<file path="src/rtl/osd_out_pkg.sv">
`timescale 1ns/1ps
package osd_out_pkg;

  localparam int unsigned CTRL_W      = 8;
  localparam int unsigned BIT_EN      = 7;
  localparam int unsigned BIT_EDGE    = 6;
  localparam int unsigned BIT_SHADOW  = 5;
  localparam int unsigned BIT_IDLEDRV = 4;
  localparam int unsigned BIT_BLANK   = 3;
  localparam int unsigned BIT_CLRWIN  = 2;
  localparam int unsigned BIT_CLRMEM  = 1;
  localparam int unsigned BIT_FBCHR   = 0;
  localparam int unsigned NUM_CHAN    = 3;

  typedef struct packed {
    logic en;
    logic edge_en;
    logic shadow;
    logic drv_idle;
    logic blank;
    logic fb_char_only;
  } osd_ctrl_t;

endpackage

</file>
<file path="src/rtl/osd_rst_sync.sv">
`timescale 1ns/1ps
module osd_rst_sync #(
  parameter int unsigned STAGES = 2
) (
  input  logic clk,
  input  logic rst_n,
  output logic rst_sync_n
);

  logic [STAGES-1:0] sync_q;
  logic [STAGES-1:0] sync_d;

  always_comb begin
    sync_d = {sync_q[STAGES-2:0], 1'b1};
  end

  always_ff @(posedge clk or negedge rst_n) begin
    if (!rst_n) begin
      sync_q <= '0;
    end else begin
      sync_q <= sync_d;
    end
  end

  assign rst_sync_n = sync_q[STAGES-1];

endmodule

</file>
<file path="src/rtl/osd_ctrl_reg.sv">
`timescale 1ns/1ps
module osd_ctrl_reg
  import osd_out_pkg::*;
(
  input  logic              clk,
  input  logic              rst_n,
  input  logic              we,
  input  logic [CTRL_W-1:0] wdata,
  output osd_ctrl_t         ctrl,
  output logic [CTRL_W-1:0] rdata,
  output logic              win_clr,
  output logic              mem_clr
);

  osd_ctrl_t ctrl_q;
  osd_ctrl_t ctrl_d;
  logic      win_clr_q;
  logic      win_clr_d;
  logic      mem_clr_q;
  logic      mem_clr_d;

  // decode of the incoming word; stored only when we is high
  always_comb begin
    ctrl_d.en           = wdata[BIT_EN];
    ctrl_d.edge_en      = wdata[BIT_EDGE];
    ctrl_d.shadow       = wdata[BIT_SHADOW];
    ctrl_d.drv_idle     = wdata[BIT_IDLEDRV];
    ctrl_d.blank        = wdata[BIT_BLANK];
    ctrl_d.fb_char_only = wdata[BIT_FBCHR];
    win_clr_d           = we & wdata[BIT_CLRWIN];
    mem_clr_d           = we & wdata[BIT_CLRMEM];
  end

  always_ff @(posedge clk or negedge rst_n) begin
    if (!rst_n) begin
      ctrl_q <= '0;
    end else if (we) begin
      ctrl_q <= ctrl_d;
    end
  end

  always_ff @(posedge clk or negedge rst_n) begin
    if (!rst_n) begin
      win_clr_q <= 1'b0;
      mem_clr_q <= 1'b0;
    end else begin
      win_clr_q <= win_clr_d;
      mem_clr_q <= mem_clr_d;
    end
  end

  always_comb begin
    rdata              = '0;
    rdata[BIT_EN]      = ctrl_q.en;
    rdata[BIT_EDGE]    = ctrl_q.edge_en;
    rdata[BIT_SHADOW]  = ctrl_q.shadow;
    rdata[BIT_IDLEDRV] = ctrl_q.drv_idle;
    rdata[BIT_BLANK]   = ctrl_q.blank;
    rdata[BIT_FBCHR]   = ctrl_q.fb_char_only;
  end

  assign ctrl    = ctrl_q;
  assign win_clr = win_clr_q;
  assign mem_clr = mem_clr_q;

endmodule

</file>
<file path="src/rtl/osd_pixel_mux.sv">
`timescale 1ns/1ps
module osd_pixel_mux
  import osd_out_pkg::*;
#(
  parameter int unsigned COLOR_W = 1,
  localparam int unsigned RGB_W  = NUM_CHAN * COLOR_W
) (
  input  osd_ctrl_t        ctrl,
  input  logic             pix_char,
  input  logic             pix_border,
  input  logic             pix_shadow,
  input  logic             pix_win,
  input  logic [RGB_W-1:0] char_rgb,
  input  logic [RGB_W-1:0] edge_rgb,
  input  logic [RGB_W-1:0] win_rgb,
  output logic [RGB_W-1:0] pix_rgb,
  output logic             fb_active
);

  logic edge_px;

  always_comb begin
    edge_px = ctrl.edge_en & (ctrl.shadow ? pix_shadow : pix_border);
  end

  // layer priority: character, then edge, then window
  always_comb begin
    if (pix_char) begin
      pix_rgb = char_rgb;
    end else if (edge_px) begin
      pix_rgb = edge_rgb;
    end else if (pix_win) begin
      pix_rgb = win_rgb;
    end else begin
      pix_rgb = '0;
    end
  end

  always_comb begin
    fb_active = pix_char | edge_px | (~ctrl.fb_char_only & pix_win);
  end

endmodule

</file>
<file path="src/rtl/osd_out_stage.sv">
`timescale 1ns/1ps
module osd_out_stage
  import osd_out_pkg::*;
#(
  parameter int unsigned COLOR_W = 1,
  localparam int unsigned RGB_W  = NUM_CHAN * COLOR_W
) (
  input  logic             clk,
  input  logic             rst_n,
  input  osd_ctrl_t        ctrl,
  input  logic [RGB_W-1:0] pix_rgb,
  input  logic             fb_active,
  input  logic             fbk_pol,
  output logic [RGB_W-1:0] rgb_o,
  output logic             rgb_oe,
  output logic             fbk_o,
  output logic             fbk_oe
);

  logic drive;
  logic oe_d;
  logic oe_q;
  logic fbk_d;
  logic fbk_q;
  logic fbk_oe_q;

  always_comb begin
    drive = ctrl.en | ctrl.drv_idle;
    oe_d  = drive;
    if (ctrl.en) begin
      fbk_d = ctrl.blank | fb_active;
    end else if (ctrl.drv_idle) begin
      fbk_d = ~fbk_pol;
    end else begin
      fbk_d = 1'b0;
    end
  end

  for (genvar ch = 0; ch < NUM_CHAN; ch++) begin : g_chan
    logic [COLOR_W-1:0] chan_d;
    logic [COLOR_W-1:0] chan_q;

    always_comb begin
      chan_d = ctrl.en ? pix_rgb[ch*COLOR_W +: COLOR_W] : '0;
    end

    always_ff @(posedge clk or negedge rst_n) begin
      if (!rst_n) begin
        chan_q <= '0;
      end else begin
        chan_q <= chan_d;
      end
    end

    assign rgb_o[ch*COLOR_W +: COLOR_W] = chan_q;
  end

  always_ff @(posedge clk or negedge rst_n) begin
    if (!rst_n) begin
      oe_q     <= 1'b0;
      fbk_oe_q <= 1'b0;
      fbk_q    <= 1'b0;
    end else begin
      oe_q     <= oe_d;
      fbk_oe_q <= oe_d;
      fbk_q    <= fbk_d;
    end
  end

  assign rgb_oe = oe_q;
  assign fbk_oe = fbk_oe_q;
  assign fbk_o  = fbk_q;

endmodule

</file>
<file path="src/rtl/osd_pixel_drive.sv">
`timescale 1ns/1ps
module osd_pixel_drive
  import osd_out_pkg::*;
#(
  parameter int unsigned COLOR_W    = 1,
  parameter int unsigned RST_STAGES = 2,
  localparam int unsigned RGB_W     = NUM_CHAN * COLOR_W
) (
  input  logic              clk,
  input  logic              rst_n,
  input  logic              cfg_we,
  input  logic [CTRL_W-1:0] cfg_wdata,
  output logic [CTRL_W-1:0] cfg_rdata,
  input  logic              fbk_pol,
  input  logic              pix_char,
  input  logic              pix_border,
  input  logic              pix_shadow,
  input  logic              pix_win,
  input  logic [RGB_W-1:0]  char_rgb,
  input  logic [RGB_W-1:0]  edge_rgb,
  input  logic [RGB_W-1:0]  win_rgb,
  output logic [RGB_W-1:0]  rgb_o,
  output logic              rgb_oe,
  output logic              fbk_o,
  output logic              fbk_oe,
  output logic              win_clr_o,
  output logic              mem_clr_o
);

  logic             rst_int_n;
  osd_ctrl_t        ctrl;
  logic [RGB_W-1:0] pix_rgb;
  logic             fb_active;

  osd_rst_sync #(
    .STAGES(RST_STAGES)
  ) u_rst_sync (
    .clk       (clk),
    .rst_n     (rst_n),
    .rst_sync_n(rst_int_n)
  );

  osd_ctrl_reg u_ctrl (
    .clk    (clk),
    .rst_n  (rst_int_n),
    .we     (cfg_we),
    .wdata  (cfg_wdata),
    .ctrl   (ctrl),
    .rdata  (cfg_rdata),
    .win_clr(win_clr_o),
    .mem_clr(mem_clr_o)
  );

  osd_pixel_mux #(
    .COLOR_W(COLOR_W)
  ) u_mux (
    .ctrl      (ctrl),
    .pix_char  (pix_char),
    .pix_border(pix_border),
    .pix_shadow(pix_shadow),
    .pix_win   (pix_win),
    .char_rgb  (char_rgb),
    .edge_rgb  (edge_rgb),
    .win_rgb   (win_rgb),
    .pix_rgb   (pix_rgb),
    .fb_active (fb_active)
  );

  osd_out_stage #(
    .COLOR_W(COLOR_W)
  ) u_out (
    .clk      (clk),
    .rst_n    (rst_int_n),
    .ctrl     (ctrl),
    .pix_rgb  (pix_rgb),
    .fb_active(fb_active),
    .fbk_pol  (fbk_pol),
    .rgb_o    (rgb_o),
    .rgb_oe   (rgb_oe),
    .fbk_o    (fbk_o),
    .fbk_oe   (fbk_oe)
  );

endmodule

</file>
<file path="config.mk">
export PLATFORM = sky130hd
export DESIGN_NAME = osd_pixel_drive
export DESIGN_NICKNAME = d
export VERILOG_FILES = /design/src/rtl/osd_out_pkg.sv /design/src/rtl/osd_rst_sync.sv /design/src/rtl/osd_ctrl_reg.sv /design/src/rtl/osd_pixel_mux.sv /design/src/rtl/osd_out_stage.sv /design/src/rtl/osd_pixel_drive.sv
export SDC_FILE = /design/constraint.sdc
export NUM_CORES = 1
export LEC_CHECK = 0
export CORE_MARGIN = 2
export CORE_UTILIZATION = 37
export DETAILED_ROUTE_END_ITERATION = 8
export HOLD_SLACK_MARGIN = 0.05
export PLACE_DENSITY = 0.77
export SYNTH_ARGS = -nofsm -noshare
export SYNTH_HDL_FRONTEND = slang
export SYNTH_HIERARCHICAL = 1
export SYNTH_SLANG_ARGS = --single-unit
</file>
<file path="constraint.sdc">
create_clock -name clk -period 0.8 [get_ports clk]
set_input_delay 0.2 -clock clk [delete_from_list [all_inputs] [get_ports clk]]
set_output_delay 0.2 -clock clk [all_outputs]
set_load 0.02 [all_outputs]
</file>
# After elaboration in Yosys (flattened, before gate mapping)
# Index checks and enable logic that the tools add are counted.
# op_classes
bitwise	10
mux	9
# ops
operator	n
3-bit two-way mux	3
1-bit two-way mux	6
1-bit bitwise AND	4
1-bit bitwise OR	4
1-bit NOT	2
# totals
input_bits	25
register_bits	15

# Logic depth before layout (Yosys ltp)
# depth
word_depth	6
ltp_mapped	4
ltp_nobuf	4

# Modules after synthesis
# The synthesis kept the hierarchy.
# by_module_without_submodules
module	cells_per_inst	area_per_inst_um2	n_inst	seq_area_each_um2
osd_ctrl_reg	26	380.4	1	200.2
osd_out_stage	16	200.2	1	125.1
osd_pixel_mux	18	115.1	1	0.0
osd_rst_sync	3	53.8	1	50.0

# Worst setup path after synthesis
# Ideal clock, no wire load.
# synth_path
path_type	reg2reg
from	reg u_ctrl.ctrl_q, in the netlist u_ctrl/ctrl[3]
to	reg u_out.fbk_q (netlist: u_out/fbk_o)
path_stages_with_launch	5
arrival_time_ns	1.199
synth_period_minus_slack_ns	1.325
path_buffers	0
setup_slack_ns	-0.525
cell_sequence	dfrtp_1 mux2_4 a221o_1 o21ai_0 o21ai_1
# synth_via
elab_chain_cells	6
# synth_lines
item	line	text
start: declaration	osd_ctrl_reg.sv:15	osd_ctrl_t ctrl_q;
start signal: assignment	osd_ctrl_reg.sv:38	ctrl_q <= ctrl_d;
1-bit two-way mux	osd_pixel_mux.sv:23	edge_px = ctrl.edge_en & (ctrl.shadow ? pix_shadow : pix_border);
1-bit bitwise AND	osd_pixel_mux.sv:23	
1-bit bitwise OR (2 in series)	osd_pixel_mux.sv:40	fb_active = pix_char | edge_px | (~ctrl.fb_char_only & pix_win);
via fb_active	osd_pixel_drive.sv:33	logic fb_active;
1-bit bitwise OR	osd_out_stage.sv:31	fbk_d = ctrl.blank | fb_active;
1-bit two-way mux	osd_out_stage.sv:30	if (ctrl.en) begin
via u_out.fbk_d	osd_out_stage.sv:23	logic fbk_d;
end signal: assignment	osd_out_stage.sv:66	fbk_q <= fbk_d;
end: declaration	osd_out_stage.sv:24	logic fbk_q;
# The timed path passes the listed nets, and every way through them passes these cells.
# A chain may end at the register's enable or synchronous reset.

# Worst setup path after layout
# layout_path
from	reg u_ctrl.ctrl_q, in the netlist u_ctrl/ctrl[3]
to	reg u_out.g_chan[1].chan_q
# layout_via
elab_chain_cells	5
# layout_lines
item	line	text
1-bit two-way mux	osd_pixel_mux.sv:23	
1-bit bitwise AND	osd_pixel_mux.sv:23	
3-bit two-way mux	osd_pixel_mux.sv:30	end else if (edge_px) begin
3-bit two-way mux	osd_pixel_mux.sv:28	if (pix_char) begin
via pix_rgb[1]	osd_pixel_drive.sv:32	logic [RGB_W-1:0] pix_rgb;
1-bit two-way mux	osd_out_stage.sv:44	chan_d = ctrl.en ? pix_rgb[ch*COLOR_W +: COLOR_W] : '0;
via u_out.g_chan[1].chan_d	osd_out_stage.sv:40	logic [COLOR_W-1:0] chan_d;
end signal: assignment	osd_out_stage.sv:51	chan_q <= chan_d;
end: declaration	osd_out_stage.sv:41	logic [COLOR_W-1:0] chan_q;
# The timed path passes the listed nets, and every way through them passes these cells.

==> results by group <==
Clock tree
  – Clock tree from TritonCTS: done
  – H-tree Lvls: 1
  – Reg clk slew, reported paths: ~90 ps
  – CTS Buf Count: 3
  – Maximum number of buffers from clock root to sink: 2
  – Library cell used as clock root buffer: sky130_fd_sc_hd__clkbuf_4
  – Sink Count: 15
  – Clk_lat worst skew: 280 ps

Pwr
  – Total power consumption of the routed design: 1.94 mW
  – Power density of the placed cells: 1590 mW/mm^2
  – Leakage power of the design: 0.568 nW
  – Maximum vdd ir drop: 1.01 mV

Finish
  – Combined area of the multi-input logic cells: 280 sq um
  – Footprint of the flip-flops and latches: 378 sq um
  – Non-filler cells, final: 131
  – Filler Cell Count: 169
  – Most frequent cells in the layout: 23 x sky130_fd_sc_hd__clkdlybuf4s50_1, 18 x sky130_fd_sc_hd__buf_6, 13 x sky130_fd_sc_hd__dfrtp_1
  – Leading cell type in the layout, fill and taps excluded: sky130_fd_sc_hd__clkdlybuf4s50_1
  – Area added between synthesis and finish: 62.3%
  – Antenna Cells: 0
  – Share of cells above drive strength 1: 0.413
  – Final Net Count: 130

Logic synthesis
  – Number of distinct library cells after synthesis: 17
  – Post-Synthesis Cells: 63
  – Mean post-synth cell area: 11.9 sq um
  – Cell type contributing the most total cell area after synthesis: sky130_fd_sc_hd__dfrtp_1
  – Top cells by area in the synthesized netlist: sky130_fd_sc_hd__dfrtp_1 50%, sky130_fd_sc_hd__mux2_4 14%, sky130_fd_sc_hd__buf_4 12%
  – Synth warn: 6
  – Count of state elements after synthesis: 15
  – Area share of the largest cell type after synthesis: 0.501
  – Mapped cell area: roughly 750 sq um
  – Sequential share of the synthesized area: 0.501

Global routing
  – Pin count of the biggest net entering global routing: 14
  – Vias in the first global route: ~540
  – Global-route wire length before repair: 2270 um
  – Number of antenna violations at the first check in global routing: 0
  – Global-route usage over all layers: 0.126
  – Overflow left after global routing: 0

Critical path
  – Setup CP Type: reg2reg
  – Setup crit start kind: flip-flop
  – Required time of the critical path: 1030 ps
  – Arrival @ worst endpoint: between 1500 and 2000 ps
  – Crit path capture type: flip-flop
  – Max Fanout on Critical Path: 5

Run status
  – Failing checks: setup timing
  – Status: finished, violations left

Route
  – Via count: 565
  – Initial DRT Pass Iterations: 4
  – Mean routed wirelength per cell: 10.9 um
  – Via-to-Cell Ratio: 4.31
  – Total wire length: 1430 um
  – Detailed-route DRC error count: 0
  – Antenna violation net count after detailed routing: 0
  – Initial DRC count: 4

Place
  – Placed insts: 125
  – Placed wire-length estimate: 1140 um
  – # port buffers: 38
  – Final estimated routing congestion in global placement: between 0.6 and 0.7

Die
  – Effective utilization at floorplan: 0.386
  – Vert. Die Dim: 49.0 um
  – Cell row count: 16
  – Placeable core region: 0.00194 sq mm
  – Number of placed I/O pins: 41
  – Horizontal die dimension: 49.0 um
  – Die Area: 0.00240 sq mm

Timing
  – Achievable clock frequency: 0.715 GHz
  – Final period utilization: 1.75
  – Number of failing hold endpoints at the final stage: 0
  – Total Negative Setup Slacks: -6000 ps
  – Final setup violation count: 24
  – Max Clock Skew: 3.86 ps
  – Hold Slack: 78.6 ps
  – PnR worst setup slack: -598 ps
  – Min Tclk post-route: 1400 ps
  – Pins over their slew limit: 0
  – Unrepaired setup endpoints after global routing: yes

Min path
  – Class of the worst hold path: in2async

Run
  – Max-cap violation count: 0
registers in the layout, indices dropped and copies added (netlist names):
name and cells:
u_ctrl/ctrl 6, u_ctrl/mem_clr 1, u_ctrl/win_clr 1, u_out/fbk_o 1
u_out/fbk_oe 1, u_out/g_chan.chan_q 3, u_rst_sync/sync_q 2
what timing repair did:
item / 4_1_cts / 5_1_grt
resized for setup: 88 / 5
pin swaps: 2 / 3
setup endpoints to repair: 25 / 25
gates cloned: 0 / 0
hold buffers: 0 / 0
setup buffers: 0 / 2
through the flow:
stage / utilization / instance area, sq um / setup WS (ps)
3_5_place_dp: 0.585 / 1140 / -730
2_1_floorplan: - / 756 / -486
6_report: 0.626 / 1220 / -598
4_1_cts: 0.611 / 1190 / -577
3_3_place_gp: 0.585 / 1140 / -694
5_1_grt: 0.626 / 1220 / -646
synth_stat cells (all sizes together):
cell and instances:
nand2 3, nand2b 1, a21oi 3, a21o 3
mux2 7, a31oi 3, buf 13, a221o 1
nor2b 3, conb 2, or2 1, inv 1
dfrtp 15, and2 5, o21ai 2
layout make-up:
cell class | instances | share of cell area
Timing Repair Buffer | 49 | 0.406
Sequential cell | 15 | 0.311
Multi-Input combinational cell | 35 | 0.230
Tap cell | 27 | 0.0278
Clock buffer | 4 | 0.0216
Inverter | 1 | 0.00309
per-layer routing:
metal	part of all wire	track usage	routed length, um
met5	0	0	0
met4	0	0.0571	0
met1	0.42	0.148	596
met3	0.081	0.0491	116
met2	0.50	0.203	718
logic make-up after synthesis:
family / after synthesis / synth area share
DFF: 15 / 0.501
buffers and inverters: 14 / 0.140
and+or+nand+nor: 13 / 0.107
AOI/OAI and AO/OA: 12 / 0.102
muxes: 7 / 0.140
other: 2 / 0.0100
worst paths after layout:
check / cells past startpoint / end / from / slack, ps
min: 1 / u_rst_sync/sync_q[0]$_DFF_PN0_ / rst_n / 80
max: 5 / u_out/g_chan[1].chan_q$_DFF_PN0_ / u_ctrl/ctrl[3]$_DFFE_PN0P_ / -600
max reg2reg: 5 / u_out/g_chan[1].chan_q$_DFF_PN0_ / u_ctrl/ctrl[3]$_DFFE_PN0P_ / -600
max in group asynchronous: 1 / u_out/fbk_oe$_DFF_PN0_ / u_rst_sync/sync_q[1]$_DFF_PN0_ / 460
min reg2reg: 1 / u_out/fbk_o$_DFF_PN0_ / u_rst_sync/sync_q[1]$_DFF_PN0_ / 170
min in group clk: 0 / u_rst_sync/sync_q[1]$_DFF_PN0_ / u_rst_sync/sync_q[0]$_DFF_PN0_ / 360
report_power, final:
group / switching, mW / internal [mW] / leakage, nW
registers: 0.0483 / 0.827 / 0.178
clock network: 0.228 / 0.193 / 0.0150
logic: 0.242 / 0.399 / 0.375
total: 0.519 / 1.42 / 0.568
critical path: stages, from the launching register on:
cell	delay (ps)
sky130_fd_sc_hd__dfrtp_1	400
sky130_fd_sc_hd__mux2_4	340
sky130_fd_sc_hd__buf_4	150
sky130_fd_sc_hd__a21o_1	170
sky130_fd_sc_hd__a21oi_1	140
sky130_fd_sc_hd__and2_4	150
(Power assumes the default switching activity.)
